### src/rtl/dram_refresh_pkg.sv
package dram_refresh_pkg;

    typedef enum logic [2:0] {
        ST_PAUSE,
        ST_IDLE,
        ST_LEAD,
        ST_STROBE,
        ST_PRECH
    } rf_state_e;

    // Nanoseconds to whole clock cycles, rounded up, never below one.
    function automatic int ns_to_cyc(input int ns, input int clk_mhz);
        int c;
        c = (ns * clk_mhz + 999) / 1000;
        return (c < 1) ? 1 : c;
    endfunction

    function automatic int imax(input int a, input int b);
        return (a > b) ? a : b;
    endfunction

endpackage

### src/rtl/rfsh_interval_timer.sv
module rfsh_interval_timer #(
    parameter int INTERVAL_CYC = 3906
) (
    input  logic clk,
    input  logic rst_n,
    input  logic en,
    output logic tick
);
    localparam int IW = $clog2(INTERVAL_CYC + 1);
    localparam logic [IW-1:0] LAST = IW'(INTERVAL_CYC - 1);

    logic [IW-1:0] cnt_q;

    assign tick = en && (cnt_q == LAST);

    always_ff @(posedge clk) begin
        if (!rst_n || !en) cnt_q <= '0;
        else if (tick)     cnt_q <= '0;
        else               cnt_q <= cnt_q + 1'b1;
    end


    tick_spacing_chk: assert property (@(posedge clk) disable iff (!rst_n)
        tick |=> !tick);

endmodule

### src/rtl/rfsh_pending_ctr.sv
module rfsh_pending_ctr #(
    parameter int MAX_PEND = 4
) (
    input  logic clk,
    input  logic rst_n,
    input  logic inc,
    input  logic dec,
    output logic pend_nz
);
    localparam int PW = $clog2(MAX_PEND + 1);
    localparam logic [PW-1:0] TOP = PW'(MAX_PEND);

    logic [PW-1:0] cnt_q;

    assign pend_nz = (cnt_q != '0);

    always_ff @(posedge clk) begin
        if (!rst_n) begin
            cnt_q <= '0;
        end else begin
            unique case ({inc, dec})
                2'b10:   if (cnt_q != TOP) cnt_q <= cnt_q + 1'b1;
                2'b01:   cnt_q <= cnt_q - 1'b1;
                default: cnt_q <= cnt_q;
            endcase
        end
    end


    pend_saturate_chk: assert property (@(posedge clk) disable iff (!rst_n)
        (cnt_q == TOP && inc && !dec) |=> (cnt_q == TOP));

    no_underflow_chk: assert property (@(posedge clk) disable iff (!rst_n)
        dec |-> (cnt_q != '0));

endmodule

### src/rtl/rfsh_seq_fsm.sv
module rfsh_seq_fsm
    import dram_refresh_pkg::*;
#(
    parameter int PAUSE_CYC   = 50000,
    parameter int CSR_CYC     = 2,
    parameter int RAS_CYC     = 15,
    parameter int PRE_CYC     = 13,
    parameter int INIT_CYCLES = 8
) (
    input  logic clk,
    input  logic rst_n,
    input  logic ref_gnt,
    input  logic pend_nz,
    output logic pend_dec,
    output logic ref_req,
    output logic init_done,
    output logic ras_n,
    output logic cas_n
);
    localparam int CW = $clog2(imax(PAUSE_CYC, imax(RAS_CYC, PRE_CYC)) + 1);
    localparam int NW = $clog2(INIT_CYCLES + 1);
    localparam logic [CW-1:0] L_PAUSE = CW'(PAUSE_CYC - 1);
    localparam logic [CW-1:0] L_CSR   = CW'(CSR_CYC - 1);
    localparam logic [CW-1:0] L_RAS   = CW'(RAS_CYC - 1);
    localparam logic [CW-1:0] L_PRE   = CW'(PRE_CYC - 1);

    rf_state_e     state_q, state_d;
    logic [CW-1:0] cnt_q, cnt_d;
    logic [NW-1:0] left_q, left_d;
    logic          chain_q, chain_d;
    logic          done_q, done_d;

    // Next-state logic
    always_comb begin
        state_d  = state_q;
        cnt_d    = (cnt_q != '0) ? cnt_q - 1'b1 : cnt_q;
        left_d   = left_q;
        chain_d  = chain_q;
        done_d   = done_q;
        pend_dec = 1'b0;
        unique case (state_q)
            ST_PAUSE: if (cnt_q == '0) begin
                state_d = ST_LEAD;
                cnt_d   = L_CSR;
                left_d  = NW'(INIT_CYCLES);
            end
            ST_IDLE: if (pend_nz && ref_gnt) begin
                state_d = ST_LEAD;
                cnt_d   = L_CSR;
            end
            ST_LEAD: if (cnt_q == '0) begin
                state_d = ST_STROBE;
                cnt_d   = L_RAS;
                if (done_q) pend_dec = 1'b1;
                else        left_d   = left_q - 1'b1;
            end
            ST_STROBE: if (cnt_q == '0) begin
                state_d = ST_PRECH;
                cnt_d   = L_PRE;
                chain_d = done_q ? pend_nz : (left_q != '0);
            end
            ST_PRECH: if (cnt_q == '0) begin
                if (chain_q) begin
                    state_d = ST_STROBE;
                    cnt_d   = L_RAS;
                    if (done_q) pend_dec = 1'b1;
                    else        left_d   = left_q - 1'b1;
                end else if (!done_q) begin
                    state_d = ST_IDLE;
                    done_d  = 1'b1;
                end else if (pend_nz) begin
                    state_d = ST_LEAD;
                    cnt_d   = L_CSR;
                end else begin
                    state_d = ST_IDLE;
                end
            end
            default: state_d = ST_IDLE;
        endcase
    end

    // State register
    always_ff @(posedge clk) begin
        if (!rst_n) begin
            state_q <= ST_PAUSE;
            cnt_q   <= L_PAUSE;
            left_q  <= '0;
            chain_q <= 1'b0;
            done_q  <= 1'b0;
        end else begin
            state_q <= state_d;
            cnt_q   <= cnt_d;
            left_q  <= left_d;
            chain_q <= chain_d;
            done_q  <= done_d;
        end
    end

    // Outputs
    always_comb begin
        ras_n     = (state_q != ST_STROBE);
        cas_n     = !((state_q == ST_LEAD) || (state_q == ST_STROBE) ||
                      (state_q == ST_PRECH && chain_q));
        ref_req   = done_q && ((state_q != ST_IDLE) || pend_nz);
        init_done = done_q;
    end


    cas_lead_chk: assert property (@(posedge clk) disable iff (!rst_n)
        $fell(ras_n) |-> (!cas_n && $past(!cas_n)));

    cas_hold_chk: assert property (@(posedge clk) disable iff (!rst_n)
        !ras_n |-> !cas_n);

    init_sticky_chk: assert property (@(posedge clk) disable iff (!rst_n)
        init_done |=> init_done);

    no_req_in_init_chk: assert property (@(posedge clk) disable iff (!rst_n)
        !init_done |-> !ref_req);

    quiet_without_req_chk: assert property (@(posedge clk) disable iff (!rst_n)
        (init_done && !ref_req) |-> (ras_n && cas_n));

endmodule

### src/rtl/dram_refresh_seq.sv
module dram_refresh_seq
    import dram_refresh_pkg::*;
#(
    parameter int CLK_MHZ     = 250,
    parameter int PAUSE_US    = 200,
    parameter int REFRESH_MS  = 64,
    parameter int ROWS        = 4096,
    parameter int INIT_CYCLES = 8,
    parameter int MAX_PEND    = 4,
    parameter int T_CSR_NS    = 5,
    parameter int T_CHR_NS    = 10,
    parameter int T_RAS_NS    = 60,
    parameter int T_RP_NS     = 40,
    parameter int T_RC_NS     = 110
) (
    input  logic clk,
    input  logic rst_n,
    input  logic ref_gnt,
    output logic ref_req,
    output logic init_done,
    output logic ras_n,
    output logic cas_n,
    output logic we_n,
    output logic oe_n
);
    localparam int PAUSE_CYC    = PAUSE_US * CLK_MHZ;
    localparam int INTERVAL_CYC = (REFRESH_MS * 1000 * CLK_MHZ) / ROWS;
    localparam int CSR_CYC      = ns_to_cyc(T_CSR_NS, CLK_MHZ);
    localparam int RAS_CYC      = imax(ns_to_cyc(T_RAS_NS, CLK_MHZ),
                                       ns_to_cyc(T_CHR_NS, CLK_MHZ));
    localparam int PRE_CYC      = imax(ns_to_cyc(T_RP_NS, CLK_MHZ),
                                       ns_to_cyc(T_RC_NS, CLK_MHZ) - RAS_CYC);

    logic tick, pend_nz, pend_dec, done;

    rfsh_interval_timer #(.INTERVAL_CYC(INTERVAL_CYC)) u_timer (
        .clk (clk), .rst_n (rst_n), .en (done), .tick (tick)
    );

    rfsh_pending_ctr #(.MAX_PEND(MAX_PEND)) u_pend (
        .clk (clk), .rst_n (rst_n), .inc (tick), .dec (pend_dec), .pend_nz (pend_nz)
    );

    rfsh_seq_fsm #(
        .PAUSE_CYC   (PAUSE_CYC),
        .CSR_CYC     (CSR_CYC),
        .RAS_CYC     (RAS_CYC),
        .PRE_CYC     (PRE_CYC),
        .INIT_CYCLES (INIT_CYCLES)
    ) u_fsm (
        .clk       (clk),
        .rst_n     (rst_n),
        .ref_gnt   (ref_gnt),
        .pend_nz   (pend_nz),
        .pend_dec  (pend_dec),
        .ref_req   (ref_req),
        .init_done (done),
        .ras_n     (ras_n),
        .cas_n     (cas_n)
    );

    assign init_done = done;
    assign we_n      = 1'b1;
    assign oe_n      = 1'b1;

endmodule

### config.mk
export PLATFORM = sky130hd
export DESIGN_NAME = dram_refresh_seq
export DESIGN_NICKNAME = d
export VERILOG_FILES = /design/src/rtl/dram_refresh_pkg.sv /design/src/rtl/rfsh_interval_timer.sv /design/src/rtl/rfsh_pending_ctr.sv /design/src/rtl/rfsh_seq_fsm.sv /design/src/rtl/dram_refresh_seq.sv
export SDC_FILE = /design/constraint.sdc
export NUM_CORES = 1
export LEC_CHECK = 0
export ABC_AREA = 1
export CELL_PAD_IN_SITES_DETAIL_PLACEMENT = 2
export CELL_PAD_IN_SITES_GLOBAL_PLACEMENT = 2
export CORE_ASPECT_RATIO = 0.9
export CORE_MARGIN = 2
export CORE_UTILIZATION = 38
export CTS_BUF_LIST = sky130_fd_sc_hd__clkbuf_8
export DETAILED_ROUTE_END_ITERATION = 10
export DONT_BUFFER_PORTS = 1
export PLACE_DENSITY = 0.93
export SETUP_SLACK_MARGIN = 0.02
export SYNTH_ARGS = -nofsm -noshare
export SYNTH_HDL_FRONTEND = slang
export SYNTH_SLANG_ARGS = --single-unit
### constraint.sdc
create_clock -name clk -period 2.6 [get_ports clk]
set_input_delay 0.39 -clock clk [delete_from_list [all_inputs] [get_ports clk]]
set_output_delay 0.39 -clock clk [all_outputs]
set_load 0.02 [all_outputs]
# Word-level counts from Yosys, hierarchy flattened
# Cells that the tools add are included.
# Widths: inputs -> output; s select.
[word_totals]
out_inout_bits = 6
word_cells = 87
ff_bits = 40
[op_classes]
n_mux = 33
reduce_logical = 24
eq_ne = 17
n_bitwise = 1
add_sub_neg = 5
[ops]
columns = ["cell", "n"]
rows = [
  ["$mux 16", 9],
  ["$pmux 16 s5", 1],
  ["$mux 3", 8],
  ["$mux 4", 5],
  ["$logic_not 16->1", 1],
  ["$reduce_bool 16->1", 1],
  ["$sub 16x1->16 const B", 1],
  ["$pmux 3 s5", 1],
  ["$ne 2x1->1 const B", 7],
  ["$add 12x1->12 const B", 1],
  ["$eq 12x12->1 const B", 1],
  ["$pmux 4 s3", 1],
  ["$reduce_and 5->1", 2],
  ["$eq 3x2->1 const B", 2],
  ["$pmux 3 s2", 1],
  ["$reduce_bool 3->1", 2],
  ["$mux 1", 5],
  ["$logic_and 1x1->1", 4],
  ["$logic_or 1x1->1", 4],
  ["$reduce_and 2->1", 2],
  ["$reduce_bool 4->1", 1],
  ["$sub 4x1->4 const B", 1],
  ["$add 3x1->3 const B", 1],
  ["$eq 3x1->1 const B", 1],
  ["15 further kinds", 17],
]

# Longest topological paths before layout
[depth]
ltp_word = 7
depth_mapped = 14
ltp_nobuf = 13

# Modules after synthesis
# A second synthesis with hierarchy kept.
[unflattened]
cells_unflattened = 388
area_unflattened_um2 = 2606.2
[modules_own_cells]
columns = ["module", "seq_area_each_um2", "cells_per_inst", "area_per_inst_um2", "instances"]
rows = [
  ["rfsh_seq_fsm", 500.5, 268, 1750.4, 1],
  ["rfsh_interval_timer", 240.2, 88, 628.1, 1],
  ["rfsh_pending_ctr", 60.1, 29, 209.0, 1],
  ["dram_refresh_seq", 0.0, 3, 18.8, 1],
]

# Worst setup path before layout
# OpenSTA, ideal clock, no wires.
[synth_path]
path_kind = "register -> register"
startpoint = "register u_fsm.cnt_q[0]"
endpoint = "register u_pend.cnt_q[2]"
t_arrival_ns = 1.921
path_slack_ns = 0.564
setup_time_ns = 0.115
stages_incl_launch_ff = 14
path_cell_list = "dfxtp_1 > inv_1 > ha_1 > nand2_2 > nor2_1 > nand3_1 > buf_4 > nor2_4 > nand2_2 > fa_1 > inv_1 > nand3_1 > a21oi_1 > nor2_1"
[synth_via]
elab_chain_len = 6
word_cells_on_any_way = 10
cone_classes = "eq/ne (3); mux (4); reduce/logical (3)"
[synth_lines]
columns = ["element", "line", "source"]
rows = [
  ["start, declared", "rfsh_seq_fsm.sv:28", "logic [CW-1:0] cnt_q, cnt_d;"],
  ["start signal, assigned", "rfsh_seq_fsm.sv:92", "cnt_q <= cnt_d;"],
  ["$logic_not 16->1 (*)", "rfsh_seq_fsm.sv:51, rfsh_seq_fsm.sv:62", ""],
  ["$mux 1, on equally long branches", "rfsh_seq_fsm.sv:62, rfsh_seq_fsm.sv:51", ""],
  ["$pmux 1 s2 (*)", "rfsh_seq_fsm.sv:41", "unique case (state_q)"],
  ["$eq 2x2->1 / $eq 2x1->1 (equally long branches)", "rfsh_pending_ctr.sv:21", "unique case ({inc, dec})"],
  ["$ne 2x1->1 (no source line) / $reduce_bool 2->1 (equally long branches)", "n/a", ""],
  ["$reduce_and 2->1 (no source line)", "n/a", ""],
  ["end signal, assigned", "rfsh_pending_ctr.sv:22", "2'b10: if (cnt_q != TOP) cnt_q <= cnt_q + 1'b1;"],
  ["end signal, assigned", "rfsh_pending_ctr.sv:23", "2'b01: cnt_q <= cnt_q - 1'b1;"],
  ["end signal, assigned", "rfsh_pending_ctr.sv:24", "default: cnt_q <= cnt_q;"],
  ["end, declared", "rfsh_pending_ctr.sv:13", "logic [PW-1:0] cnt_q;"],
]
# Every way passes the cells marked *; elsewhere a longest branch is shown, timed or not.
# A chain may end at the register's enable or synchronous reset.

# Worst setup path after layout
[layout_path]
startpoint = "register u_fsm.cnt_q[0]"
endpoint = "register u_fsm.cnt_q[0]"
[layout_via]
elab_chain_len = 7
word_cells_on_any_way = 13
cone_classes = "add/sub (1); mux (10); reduce/logical (2)"
[layout_lines]
columns = ["element", "line", "source"]
rows = [
  ["$sub 16x1->16 / $reduce_bool 16->1 (equally long branches)", "rfsh_seq_fsm.sv:36", "cnt_d = (cnt_q != '0) ? cnt_q - 1'b1 : cnt_q;"],
  ["$mux 16", "rfsh_seq_fsm.sv:36", ""],
  ["$mux 16", "rfsh_seq_fsm.sv:71", "end else if (pend_nz) begin"],
  ["$mux 16", "rfsh_seq_fsm.sv:68", "end else if (!done_q) begin"],
  ["$mux 16", "rfsh_seq_fsm.sv:63", "if (chain_q) begin"],
  ["$mux 16", "rfsh_seq_fsm.sv:62", "ST_PRECH: if (cnt_q == '0) begin"],
  ["$pmux 16 s5 (*)", "rfsh_seq_fsm.sv:41", ""],
]
# Marks and branches as above.

==> impl_metrics.tcl <==
set metrics [dict create \
    crit_buf_inv 2 \
    ant_nets 0 \
    final_cell_mix "nand2_1, nor2_1, inv_1, dfxtp_1, nand3_1" \
    sw_frac_of_total_pct 41.44 \
    seq_power_share_pct 39.9 \
    worstSetupPathType "flop to flop" \
    p_int_w 0.001148 \
    fmax_ghz 0.4276 \
    max_slew_margin_pct 60.41 \
    dp_hpwl_mm 6.228 \
    die_w_um 88.36 \
    drtIter0Drc 63 \
    hold_buffers 0 \
    grt_max_degree 20 \
    grt.overflow.total 0 \
    drc 0 \
    nets 368 \
    gp_congestion 0.8081 \
    grt_pass1_wl_mm 13.33 \
    drive_above_1_share_pct 12.53 \
    yosysUniqueCellTypes 42 \
    post_cts_resized 0 \
    grt_pass1_vias 2662 \
    synth.area.top_cells "dfxtp_1, nand2_1, nor2_1" \
    worst_hold_slack_ns 0.1626 \
    cp-end-kind "flop" \
    p_leak_nw 1.128 \
    die_area_um2 7061 \
    worst_slew_pin_slew_ns 0.5930 \
    core-area_um2 6148 \
    cts_buffers 5 \
    start_kind "flop" \
    yosys_warnings 0 \
    syn_inst 353 \
    dr_total_vias 2368 \
    io_buffers 0 \
    postSynthAreaPerCell_um2 6.894 \
    cpMostUsedCell "ha_1" \
    clkSinkCount 40 \
    worstPathMaxFanout 11 \
    cts_root_buf "clkbuf_8" \
    first_pass_iters 4 \
    cts_setup_buffers 0 \
    track_usage_pct 24.75 \
    min_period_ns 2.339 \
    synthFlopType "dfxtp_1" \
    vias_per_cell 5.309 \
    setup_viol 0 \
    p_sw_w 0.0008124 \
    pwr-share-comb_pct 36.8 \
    status "finished clean" \
    synth_top_area_cell "dfxtp_1" \
    diodes 0 \
    cap_viol_max_count 0 \
    die-height_um 79.92 \
    rows 27 \
    cts_tree "yes" \
    clkLatencyLatePin_ns 0.31 \
    fin_skew_ns 0.01479 \
    finalCritPeriodShare_pct 89.95 \
    cp.required_ns 2.78 \
    area_growth_pct 7.969 \
    fin_setup_tns_ns 0 \
    ys_seq_area_share_pct 32.90 \
    synth_edf_count 0 \
    wire_per_inst_um 17.99 \
    vdd_drop_max_mv 0.2773 \
    io_pins 9 \
    drt-total-wl_mm 8.022 \
    syn_area_um2 2434 \
    critPathSlowestCell "dfxtp_1" \
    critical_path.max_stage_delay_ns 0.34 \
    critPathTopFamily "adder cells" \
    clkTransAtPathRegs_ns 0.09 \
    crit_chain "inv_1 -> ha_1 -> nand2_2 -> nor2_1 -> nand3_1 -> buf_4 -> ha_1 -> a21oi_1 -> o21ai_0 -> o2111ai_1" \
    hold_violations 0 \
    async_reset_ff_share_pct 0 \
    crit_arrival_ns 2.52 \
    start_util_pct 39.58 \
    pwr-share-clk_pct 23.3 \
    mostFrequentLayoutCell "nand2_1" \
    grt_setup_unrepaired "false" \
    finalMaxSlewViolations 0 \
    netlist.area_leader.share_pct 32.90 \
    power_density_nw_per_um2 746.1 \
    cts_buffer_depth 2 \
    cts_htree_levels 2 \
    antenna_found_initial 0 \
    ys_ff_latch 40 \
    hold_class "input port to flop" \
]
## power by group through the flow
| stage | Sequential, W | Clock, W | Combinational (W) |
|---|---|---|---|
| after floorplan | 0.000771 | 0 | 0.000547 |
| after global placement | 0.000788 | 0 | 0.000654 |
| after detailed placement | 0.000797 | 0 | 0.000705 |
| after CTS | 0.000783 | 0.000472 | 0.000723 |
| after global routing | 0.000795 | 0.000489 | 0.000813 |
| final | 0.000783 | 0.000457 | 0.000721 |
## metal layers
| layer | GRT usage, % | up-vias | part of all wire (%) |
|---|---|---|---|
| met2 | 45.26 | 39 | 51 |
| met4 | 8.636 | 0 | 2.8 |
| met3 | 4.447 | 22 | 2.7 |
| li1 | - | 1145 | - |
| met1 | 28.50 | 1162 | 43 |
| met5 | 0 | - | 0 |
## path summary, 6_finish.rpt
kind                           end        startpoint  depth (start not counted)  slack (ns)
setup / recovery    u_fsm.cnt_q[0]    u_fsm.cnt_q[0]                         10        0.26
hold / removal      u_fsm.cnt_q[9]             rst_n                          1        0.16
setup reg to reg    u_fsm.cnt_q[0]    u_fsm.cnt_q[0]                         10        0.26
hold reg to reg   u_timer.cnt_q[0]  u_timer.cnt_q[0]                          1        0.48
## flip-flops by register name, indices dropped and copies added (netlist names)
signal / count
u_fsm.cnt_q: 16
u_timer.cnt_q: 12
u_fsm.left_q: 4
u_fsm.state_q: 3
u_pend.cnt_q: 3
u_fsm.chain_q: 1
u_fsm.init_done: 1
## area by class of cell
cell class / count / area (um2)
fill: 746 / 3521
multi-input combinational: 264 / 1436
sequential: 40 / 800.8
inverter: 45 / 168.9
tap: 87 / 108.9
clock buffer: 6 / 82.58
clock inverter: 2 / 15.01
timing repair buffer: 2 / 15.01
## logic make-up (layout without fill, tap and decap cells)
logic type,Yosys count,count (layout),synth area share (%)
simple gates,198,198,39.74
compound gates,50,50,12.55
buf+inv,50,55,8.226
flops,40,40,32.90
fa+ha+maj,7,7,3.907
xor+xnor,7,7,2.519
other cells,1,2,0.1541
## synth_stat cells (2+ instances only)
| master | number |
|---|---|
| xor2_1 | 6 |
| buf_4 | 3 |
| nor3b_1 | 2 |
| nor2_2 | 6 |
| inv_2 | 2 |
| o21ai_1 | 4 |
| o21a_1 | 2 |
| nand2_2 | 10 |
| a21oi_1 | 20 |
| o21bai_1 | 3 |
| inv_1 | 43 |
| dfxtp_1 | 40 |
| a31oi_1 | 2 |
| o21ai_0 | 11 |
| nand3_2 | 3 |
| nand3_1 | 29 |
| ha_1 | 6 |
| nor3_1 | 7 |
| nand4_1 | 4 |
| nand2_1 | 78 |
| nor2_1 | 47 |
| nor2_4 | 4 |
| nand3_4 | 2 |
## per-stage QoR
stage          cell area [um2]  total power (W)  setup WS, ns  utilization (%)  cells
2_1_floorplan             2437         0.001318        0.5641                -    354
3_3_place_gp              2530         0.001442        0.5708            41.15    438
3_5_place_dp              2530         0.001503        0.3385            41.15    438
4_1_cts                   2628         0.001978        0.2781            42.74    446
5_1_grt                   2628         0.002097       0.06278            42.74    446
6_report                  2628         0.001960        0.2614            42.74    446
(Power assumes the default switching activity.)
